[src/rtl/stx_pkg.sv]
package stx_pkg;

  typedef enum logic [1:0] {
    WL_16  = 2'b00,
    WL_24  = 2'b01,
    WL_32  = 2'b10,
    WL_RSV = 2'b11
  } wlen_e;

  typedef enum logic [1:0] {
    SEL_LEFT  = 2'd0,
    SEL_RIGHT = 2'd1,
    SEL_CTRL  = 2'd2,
    SEL_NONE  = 2'd3
  } wsel_e;

  typedef struct packed {
    logic  ie;
    logic  expand;
    wlen_e wlen;
  } ctrl_t;

endpackage

[src/rtl/stx_regs.sv]
module stx_regs
  import stx_pkg::*;
#(
  parameter int SAMPLE_W = 24
) (
  input  logic                clk,
  input  logic                rst_n,
  input  logic                soft_rst,
  input  logic                wr_en,
  input  logic [1:0]          wr_sel,
  input  logic [SAMPLE_W-1:0] wr_data,
  input  logic                load_left,
  input  logic                load_right,
  output logic [SAMPLE_W-1:0] left_word,
  output logic [SAMPLE_W-1:0] right_word,
  output ctrl_t               ctrl,
  output logic                left_empty,
  output logic                right_empty,
  output logic                ie_q
);

  localparam int CTRL_W = $bits(ctrl_t);

  logic [SAMPLE_W-1:0] left_q, left_d, right_q, right_d;
  ctrl_t               ctrl_q, ctrl_d;
  logic                le_q, le_d, re_q, re_d, ie_d;

  always_comb begin
    left_d  = left_q;
    right_d = right_q;
    ctrl_d  = ctrl_q;
    le_d    = le_q;
    re_d    = re_q;
    if (load_left)  le_d = 1'b1;
    if (load_right) re_d = 1'b1;
    if (wr_en) begin
      case (wr_sel)
        SEL_LEFT:  begin left_d  = wr_data; le_d = 1'b0; end
        SEL_RIGHT: begin right_d = wr_data; re_d = 1'b0; end
        SEL_CTRL:  ctrl_d = ctrl_t'(wr_data[CTRL_W-1:0]);
        default:   ;
      endcase
    end
    ie_d = ctrl_q.ie;
    if (soft_rst) begin
      ctrl_d = '0;
      le_d   = 1'b1;
      re_d   = 1'b1;
      ie_d   = 1'b0;
    end
  end

  always_ff @(posedge clk or negedge rst_n) begin
    if (!rst_n) begin
      left_q  <= '0;
      right_q <= '0;
      ctrl_q  <= '0;
      le_q    <= 1'b1;
      re_q    <= 1'b1;
      ie_q    <= 1'b0;
    end else begin
      left_q  <= left_d;
      right_q <= right_d;
      ctrl_q  <= ctrl_d;
      le_q    <= le_d;
      re_q    <= re_d;
      ie_q    <= ie_d;
    end
  end

  assign left_word   = left_q;
  assign right_word  = right_q;
  assign ctrl        = ctrl_q;
  assign left_empty  = le_q;
  assign right_empty = re_q;

endmodule

[src/rtl/stx_serializer.sv]
module stx_serializer
  import stx_pkg::*;
#(
  parameter int SAMPLE_W = 24,
  parameter int SHORT_W  = 16,
  parameter int EXT_W    = 8
) (
  input  logic                clk,
  input  logic                rst_n,
  input  logic                soft_rst,
  input  logic                bit_tick,
  input  wlen_e               wlen,
  input  logic                expand,
  input  logic [SAMPLE_W-1:0] left_word,
  input  logic [SAMPLE_W-1:0] right_word,
  output logic                sdo,
  output logic                ws,
  output logic                load_left,
  output logic                load_right
);

  localparam int LONG_W = SAMPLE_W + EXT_W;
  localparam int CNT_W  = $clog2(LONG_W);
  localparam logic [CNT_W-1:0] LAST_SHORT = CNT_W'(SHORT_W - 1);
  localparam logic [CNT_W-1:0] LAST_MID   = CNT_W'(SAMPLE_W - 1);
  localparam logic [CNT_W-1:0] LAST_LONG  = CNT_W'(LONG_W - 1);
  localparam logic [CNT_W-1:0] EXT_C      = CNT_W'(EXT_W);
  localparam logic [CNT_W-1:0] MID_C      = CNT_W'(SAMPLE_W);

  logic [CNT_W-1:0]    cnt_q, cnt_d, last_idx, pos;
  logic                ws_q, ws_d, sdo_q, sdo_d, slot_end, step, out_bit;
  logic [SAMPLE_W-1:0] word_q, word_d, cur_w, sh_main, sh_late;

  always_comb begin
    case (wlen)
      WL_16:   last_idx = LAST_SHORT;
      WL_32:   last_idx = LAST_LONG;
      default: last_idx = LAST_MID;
    endcase
  end

  assign slot_end = (cnt_q >= last_idx);
  assign step     = bit_tick && !soft_rst;

  // slot position and the word that drives it
  always_comb begin
    pos        = cnt_q;
    cur_w      = word_q;
    load_left  = 1'b0;
    load_right = 1'b0;
    if (step) begin
      if (slot_end) begin
        pos        = '0;
        cur_w      = ws_q ? left_word : right_word;
        load_left  = ws_q;
        load_right = !ws_q;
      end else begin
        pos = cnt_q + 1'b1;
      end
    end
  end

  // bit selection for the current slot position
  always_comb begin
    sh_main = cur_w << pos;
    sh_late = cur_w << (pos - EXT_C);
    if (wlen == WL_32) begin
      if (expand) out_bit = (pos < EXT_C) ? cur_w[SAMPLE_W-1] : sh_late[SAMPLE_W-1];
      else        out_bit = (pos < MID_C) ? sh_main[SAMPLE_W-1] : cur_w[0];
    end else begin
      out_bit = sh_main[SAMPLE_W-1];
    end
  end

  always_comb begin
    cnt_d  = cnt_q;
    ws_d   = ws_q;
    word_d = word_q;
    sdo_d  = sdo_q;
    if (soft_rst) begin
      cnt_d = '1;
      ws_d  = 1'b1;
      sdo_d = 1'b0;
    end else if (step) begin
      cnt_d  = pos;
      word_d = cur_w;
      sdo_d  = out_bit;
      if (slot_end) ws_d = !ws_q;
    end
  end

  always_ff @(posedge clk or negedge rst_n) begin
    if (!rst_n) begin
      cnt_q  <= '1;
      ws_q   <= 1'b1;
      sdo_q  <= 1'b0;
      word_q <= '0;
    end else begin
      cnt_q  <= cnt_d;
      ws_q   <= ws_d;
      sdo_q  <= sdo_d;
      word_q <= word_d;
    end
  end

  assign sdo = sdo_q;
  assign ws  = ws_q;

endmodule

[src/rtl/stx_irq.sv]
module stx_irq (
  input  logic ie_q,
  input  logic left_empty,
  input  logic right_empty,
  output logic irq_left,
  output logic irq_right,
  output logic irq_underrun
);

  always_comb begin
    irq_left     = ie_q &&  left_empty && !right_empty;
    irq_right    = ie_q && !left_empty &&  right_empty;
    irq_underrun = ie_q &&  left_empty &&  right_empty;
  end

endmodule

[src/rtl/stereo_ser_tx.sv]
module stereo_ser_tx
  import stx_pkg::*;
#(
  parameter int SAMPLE_W = 24,
  parameter int SHORT_W  = 16,
  parameter int EXT_W    = 8
) (
  input  logic                clk,
  input  logic                rst_n,
  input  logic                soft_rst,
  input  logic                bit_tick,
  input  logic                wr_en,
  input  logic [1:0]          wr_sel,
  input  logic [SAMPLE_W-1:0] wr_data,
  output logic                sdo,
  output logic                ws,
  output logic                left_empty,
  output logic                right_empty,
  output logic                irq_left,
  output logic                irq_right,
  output logic                irq_underrun
);

  logic [SAMPLE_W-1:0] left_word, right_word;
  ctrl_t               ctrl;
  logic                load_left, load_right, ie_q;

  stx_regs #(.SAMPLE_W(SAMPLE_W)) u_regs (
    .clk        (clk),
    .rst_n      (rst_n),
    .soft_rst   (soft_rst),
    .wr_en      (wr_en),
    .wr_sel     (wr_sel),
    .wr_data    (wr_data),
    .load_left  (load_left),
    .load_right (load_right),
    .left_word  (left_word),
    .right_word (right_word),
    .ctrl       (ctrl),
    .left_empty (left_empty),
    .right_empty(right_empty),
    .ie_q       (ie_q)
  );

  stx_serializer #(
    .SAMPLE_W(SAMPLE_W),
    .SHORT_W (SHORT_W),
    .EXT_W   (EXT_W)
  ) u_ser (
    .clk       (clk),
    .rst_n     (rst_n),
    .soft_rst  (soft_rst),
    .bit_tick  (bit_tick),
    .wlen      (ctrl.wlen),
    .expand    (ctrl.expand),
    .left_word (left_word),
    .right_word(right_word),
    .sdo       (sdo),
    .ws        (ws),
    .load_left (load_left),
    .load_right(load_right)
  );

  stx_irq u_irq (
    .ie_q        (ie_q),
    .left_empty  (left_empty),
    .right_empty (right_empty),
    .irq_left    (irq_left),
    .irq_right   (irq_right),
    .irq_underrun(irq_underrun)
  );

endmodule

[config.mk]
export PLATFORM = sky130hd
export DESIGN_NAME = stereo_ser_tx
export DESIGN_NICKNAME = d
export VERILOG_FILES = /design/src/rtl/stx_pkg.sv /design/src/rtl/stx_regs.sv /design/src/rtl/stx_serializer.sv /design/src/rtl/stx_irq.sv /design/src/rtl/stereo_ser_tx.sv
export SDC_FILE = /design/constraint.sdc
export NUM_CORES = 1
export LEC_CHECK = 0
export BUFFER_PORTS_ARGS = -buffer_cell sky130_fd_sc_hd__buf_4
export CAP_MARGIN = 20
export CORE_AREA = 3 3 138 100
export CTS_CLUSTER_SIZE = 40
export DETAILED_ROUTE_END_ITERATION = 8
export DIE_AREA = 0 0 141 103
export PLACE_DENSITY = 0.57
export SLEW_MARGIN = 20
export SYNTH_ARGS = -nofsm -noshare
export SYNTH_HDL_FRONTEND = slang
export SYNTH_SLANG_ARGS = --single-unit
export TNS_END_PERCENT = 5
[constraint.sdc]
create_clock -name clk -period 3.09 [get_ports clk]
set_clock_uncertainty 0.15 [all_clocks]
set_input_delay 0.4635 -clock clk [delete_from_list [all_inputs] [get_ports clk]]
set_output_delay 0.4635 -clock clk [all_outputs]
set_load 0.05 [all_outputs]
# Yosys cells after proc, flatten, opt, wreduce, memory -nomap -nowiden
# Cells that the tools add are included.
[totals]
mem_count = 0
output_inout_bits = 7
mem_bits_rw = 0
rom_bits = 0
in_bits = 31
latch_bits = 0
ff_bits = 86
[op_classes]
muxes = 33
n_lt_le_gt_ge = 3
shift = 2
n_mul = 0
div = 0
bitwise_logic = 1
n_addsub = 2
n_eq_ne = 3
n_reduce_logical = 21
[ops]
columns = ["op", "count"]
rows = [
  ["$mux 24", 3],
  ["$shl 24x5->24", 2],
  ["$mux 1", 22],
  ["$mux 5", 4],
  ["$mux 4", 3],
  ["$pmux 5 s2", 1],
  ["$reduce_and 2->1", 5],
  ["$reduce_bool 2->1", 4],
  ["$logic_and 1x1->1", 6],
  ["$add 5x1->5 const B", 1],
  ["$ge 5x5->1", 1],
  ["$lt 5x4->1 const B", 1],
  ["$lt 5x5->1 const B", 1],
  ["$sub 5x4->5 const B", 1],
  ["$eq 2x2->1 const B", 2],
  ["$logic_not 1->1", 4],
  ["$logic_not 2->1", 2],
  ["$eq 2x1->1 const B", 1],
  ["$not 1->1", 1],
]

# Logic depth before layout (Yosys ltp)
[logic_depth]
ltp_word = 12
mapped_depth = 14
ltp_nobuf = 12

# Hierarchy
# Synthesis repeated with hierarchy kept, for this count alone.
[unflattened]
hier_cells = 406
area_unflattened_um2 = 4496.8
[modules_own_cells]
columns = ["module", "cells_per_inst", "n_inst", "area_per_inst_um2"]
rows = [
  ["stx_serializer", 275, 1, 2356.0],
  ["stx_regs", 128, 1, 2115.8],
  ["stx_irq", 3, 1, 25.0],
]

# Worst setup path after synthesis
# OpenSTA, ideal clock, no wires.
[synth_timing]
path_kind = "flip-flop to flip-flop"
from = "register u_ser.cnt_q[4]"
to = "register u_ser.sdo_q, in the netlist u_ser.sdo"
arrival_ps = 2673
required_ps = 2846
path_stages_with_launch = 13
path_buffers = 2
synth_period_minus_slack_ps = 2917
setup_slack_ps = 173
cell_sequence = "dfstp_2 -> ha_1 -> and3_1 -> buf_6 -> a21oi_1 -> nor2_1 -> or2_1 -> clkbuf_1 -> ha_1 -> nand2b_1 -> a21oi_1 -> a2111o_1 -> a211oi_1"
[synth_via]
elab_chain_cells = 10
[synth_rtl]
columns = ["element", "line_no", "source"]
rows = [
  ["start, declared", "stx_serializer.sv:30", "logic [CNT_W-1:0] cnt_q, cnt_d, last_idx, pos;"],
  ["start signal, assigned", "stx_serializer.sv:99", "cnt_q <= cnt_d;"],
  ["$add 5x1->5 / $ge 5x5->1 (equally long branches)", "stx_serializer.sv:58, stx_serializer.sv:42", ""],
  ["$mux 5", "stx_serializer.sv:52", "if (slot_end) begin"],
  ["$mux 5", "stx_serializer.sv:51", "if (step) begin"],
  ["$sub 5x4->5", "stx_serializer.sv:66", "sh_late = cur_w << (pos - EXT_C);"],
  ["$shl 24x5->24", "stx_serializer.sv:66", ""],
  ["$mux 1 (2 in series)", "stx_serializer.sv:68", "if (expand) out_bit = (pos < EXT_C) ? cur_w[SAMPLE_W-1] : sh_late[SAMPLE_W-1];"],
  ["$mux 1 (*)", "stx_serializer.sv:67", "if (wlen == WL_32) begin"],
  ["$mux 1 (*)", "stx_serializer.sv:84", "end else if (step) begin"],
  ["$mux 1 (*)", "stx_serializer.sv:80", "if (soft_rst) begin"],
  ["end signal, assigned", "stx_serializer.sv:101", "sdo_q <= sdo_d;"],
  ["end, declared", "stx_serializer.sv:31", "logic ws_q, ws_d, sdo_q, sdo_d, slot_end, step, out_bit;"],
]
# Every way passes the cells marked *; elsewhere a longest branch is shown, timed or not. The select of a mux whose other input is x is not followed.
# A chain may end at the register's enable or synchronous reset.

# Worst setup path after layout
[layout_timing]
from = "register u_regs.ctrl_q, in the netlist u_regs.ctrl[0]"
to = "register u_ser.sdo_q, in the netlist u_ser.sdo"
[layout_via]
elab_chain_cells = 12
[layout_rtl]
columns = ["element", "line_no", "source"]
rows = [
  ["start, declared", "stx_regs.sv:25", "ctrl_t ctrl_q, ctrl_d;"],
  ["start signal, assigned", "stx_regs.sv:64", "ctrl_q <= ctrl_d;"],
  ["$eq 2x2->1 / $logic_not 2->1 (equally long branches)", "stx_serializer.sv:35, stx_serializer.sv:67", ""],
  ["$pmux 5 s2", "stx_serializer.sv:35", "case (wlen)"],
  ["$ge 5x5->1", "stx_serializer.sv:42", "assign slot_end = (cnt_q >= last_idx);"],
  ["$mux 5", "stx_serializer.sv:52", ""],
  ["$mux 5", "stx_serializer.sv:51", ""],
  ["$sub 5x4->5", "stx_serializer.sv:66", ""],
  ["$shl 24x5->24", "stx_serializer.sv:66", ""],
  ["$mux 1 (2 in series)", "stx_serializer.sv:68", ""],
  ["$mux 1 (*)", "stx_serializer.sv:67", ""],
  ["$mux 1 (*)", "stx_serializer.sv:84", ""],
  ["$mux 1 (*)", "stx_serializer.sv:80", ""],
]
# Marks and branches as above.

==> flow_metrics.tcl <==
set metrics [dict create \
    rsz0062_at_grt "no" \
    yosysMostFrequentCell "dfrtp_1" \
    comb_power_share_pct 23.7 \
    layout.nets 470 \
    viasPerCell 5.27 \
    hp-class "in -> async" \
    antenna_found_initial 0 \
    clock-sinks 86 \
    p_clk_share_pct 33.0 \
    dieArea_um2 14500 \
    gp_congestion 0.840 \
    synth_fp_nets 421 \
    critPathCaptureType "flip-flop" \
    p_leak_uw 0.00236 \
    cts_tree "built" \
    stdcell_count 601 \
    syn-instance-count 385 \
    synth_common_cells "78 x dfrtp_1, 53 x mux2_2, 36 x nor2_1, 31 x mux2i_1, 30 x a21oi_1" \
    synth_area_leaders "dfrtp_1 45%, mux2_2 14%, mux2i_1 7.1%, dfstp_2 4.8%, a21oi_1 3.4%" \
    cts_htree_levels 3 \
    die_h_um 103 \
    cellPowerDensity_nw_per_um2 666 \
    critPathLaunchType "flip-flop" \
    slowest_delay_ps 490 \
    slew_violations 0 \
    fin_setup_tns_ps 0 \
    yosysTopAreaCell "dfrtp_1" \
    cts_inserted_buffers 9 \
    vias 3167 \
    synth.top_cell.area_share_pct 44.8 \
    ios 38 \
    postRouteAntennaNets 0 \
    drt_first_pass_iters 4 \
    hold_buffers 0 \
    crit_chain "nor2_2 > ha_4 > a21oi_4 > o21ai_4 > o311ai_4 > mux2i_1 > a211oi_2 > a21oi_1 > a2111o_1 > a211oi_1" \
    area_growth_pct 22.7 \
    initial_core_util_pct 35.0 \
    p_int_uw 2520 \
    core_area_um2 12500 \
    track_usage_pct 14.5 \
    yosysSeqAreaShare_pct 49.6 \
    switching_share_pct 29.2 \
    ys_seq_elements 86 \
    grt_pass1_wl_um 16400 \
    maxCapViolations 0 \
    ir_drop_mv 0.304 \
    post-route-min-period_ps 2890 \
    synthFlopType "dfrtp_1" \
    cts_max_path_buffers 2 \
    cp.arrival_ps 2990 \
    tightest_slew_ps 794 \
    fin_crit_sh_pct 93.6 \
    yosysUniqueCellTypes 53 \
    slew_headroom_pct 47.0 \
    wl_per_cell_um 16.9 \
    hold_violations 0 \
    setup_viol 0 \
    max_freq_mhz 346 \
    cts-root-buf "clkbuf_16" \
    ys_warn_count 0 \
    rows 34 \
    crit_type "reg -> reg" \
    io_buffers 37 \
    synth_edf_count 0 \
    critPathMaxFanout 7 \
    dp.cells 577 \
    insertedDiodeCount 0 \
    die_x_um 141 \
    grt_pass1_vias 3127 \
    crit_required_ps 3190 \
    totalWireLength_um 10200 \
    synth_area_um2 4360 \
    clk_pin_slew_worst_paths_ps 60 \
    drc 0 \
    hpwl_um 7060 \
    grt_max_degree 87 \
    seq_power_share_pct 43.4 \
    crit_slowest_cell "o311ai_4" \
    drive_above_1_share_pct 36.7 \
    avgSynthCellArea_um2 11.3 \
    drt_iter0_drc 157 \
    outcome "finished clean" \
    power_switching_uw 1040 \
    clk_latency_ps 340 \
    synthArstFlopShare_pct 100 \
    grt-ovfl-total 0 \
]
registers in the layout, indices dropped and copies added, names as in the netlist:
name / count
u_regs.right_word: 24
u_regs.right_empty: 1
u_ser.sdo: 1
u_regs.left_empty: 1
u_regs.ctrl: 4
u_ser.cnt_q: 5
u_ser.ws: 1
u_regs.ie_q: 1
u_ser.word_q: 24
u_regs.left_word: 24
stage by stage:
stage / util [%] / hold WS [ps] / power, uW / worst slack [ps] / instance area, um2
after floorplan: - / 17.9 / 2080 / 173 / 4360
after global placement: 39.1 / 336 / 2320 / 113 / 4870
after detailed placement: 39.1 / 339 / 2350 / 39.5 / 4870
after CTS: 41.7 / 202 / 3550 / 22.0 / 5200
after global routing: 42.9 / 90.5 / 3770 / 8.34 / 5350
final: 42.9 / 18.6 / 3560 / 199 / 5350
critical path: cells and delay by family, from the launching register on:
kind,cells,cell delay (ps)
AO/OA/AOI/OAI,7,1670
adder cells (fa/ha/maj),1,240
flip-flops,1,420
multiplexers,1,170
AND/OR/NAND/NOR,1,160
final timing paths:
check	start	endpoint	slack (ps)	cells past startpoint
worst max register to register	u_regs.ctrl[0]	u_ser.sdo	200	10
worst min-delay path	rst_n	u_regs.right_word[21]	20	1
min in group clk	wr_data[7]	u_regs.left_word[7]	210	2
worst min register to register	u_regs.ctrl[3]	u_regs.ie_q	350	1
max in group asynchronous	rst_n	u_ser.word_q[8]	2220	1
worst max-delay path	u_regs.ctrl[0]	u_ser.sdo	200	10
cell families (layout without fill, tap and decap cells):
family          count (synthesis)  in the layout  share of synthesized area [%]
flops                          86             86                           49.6
xor+xnor                        2              2                          0.402
fa+ha+maj                       5              5                           1.44
buf+inv                        29             83                           2.99
compound gates                 95             95                           15.7
mux                            84             84                           20.8
simple gates                   84             84                           9.02
layout by cell type (no fill, tap or decap), types with 5 or more instances in the layout:
cell	Yosys	routed
a211oi_1	7	5
a21oi_1	30	29
buf_4	0	59
clkbuf_16	0	9
dfrtp_1	78	78
dfstp_2	8	8
inv_1	5	5
mux2_2	53	53
mux2i_1	31	31
nand2_1	18	18
nand2b_1	6	6
nor2_1	36	34
nor2b_1	5	5
o21ai_0	12	12
o22ai_1	6	6
power by group through the flow:
| stage | Clock, uW | Combinational, uW | Sequential, uW |
|---|---|---|---|
| 4_1_cts | 1210 | 796 | 1540 |
| 5_1_grt | 1260 | 938 | 1580 |
| 3_5_place_dp | 0 | 792 | 1560 |
| 6_report | 1170 | 843 | 1540 |
| 3_3_place_gp | 0 | 770 | 1550 |
| 2_1_floorplan | 0 | 572 | 1510 |
routing by layer:
| metal | track usage, % | up-vias | part of all wire, % |
|---|---|---|---|
| li1 | - | 1519 | - |
| met1 | 21.7 | 1570 | 52 |
| met2 | 20.4 | 70 | 43 |
| met4 | 3.65 | 0 | 0.75 |
| met5 | 0 | - | 0 |
| met3 | 4.13 | 8 | 4.3 |
repair_timing:
item	4_1_cts	5_1_grt
endpoints found under the setup margin	0	1
setup buffers	0	8
resized for setup	0	19
final cells by class:
| type | instances | area, um2 |
|---|---|---|
| Sequential cell | 86 | 2160 |
| Inverter | 5 | 18.8 |
| Timing Repair Buffer | 62 | 485 |
| Tap cell | 162 | 203 |
| Fill cell | 1148 | 7120 |
| Multi-Input combinational cell | 270 | 2150 |
| Clock inverter | 5 | 81.3 |
| Clock buffer | 11 | 243 |
Power figures use the tool's default switching activity.
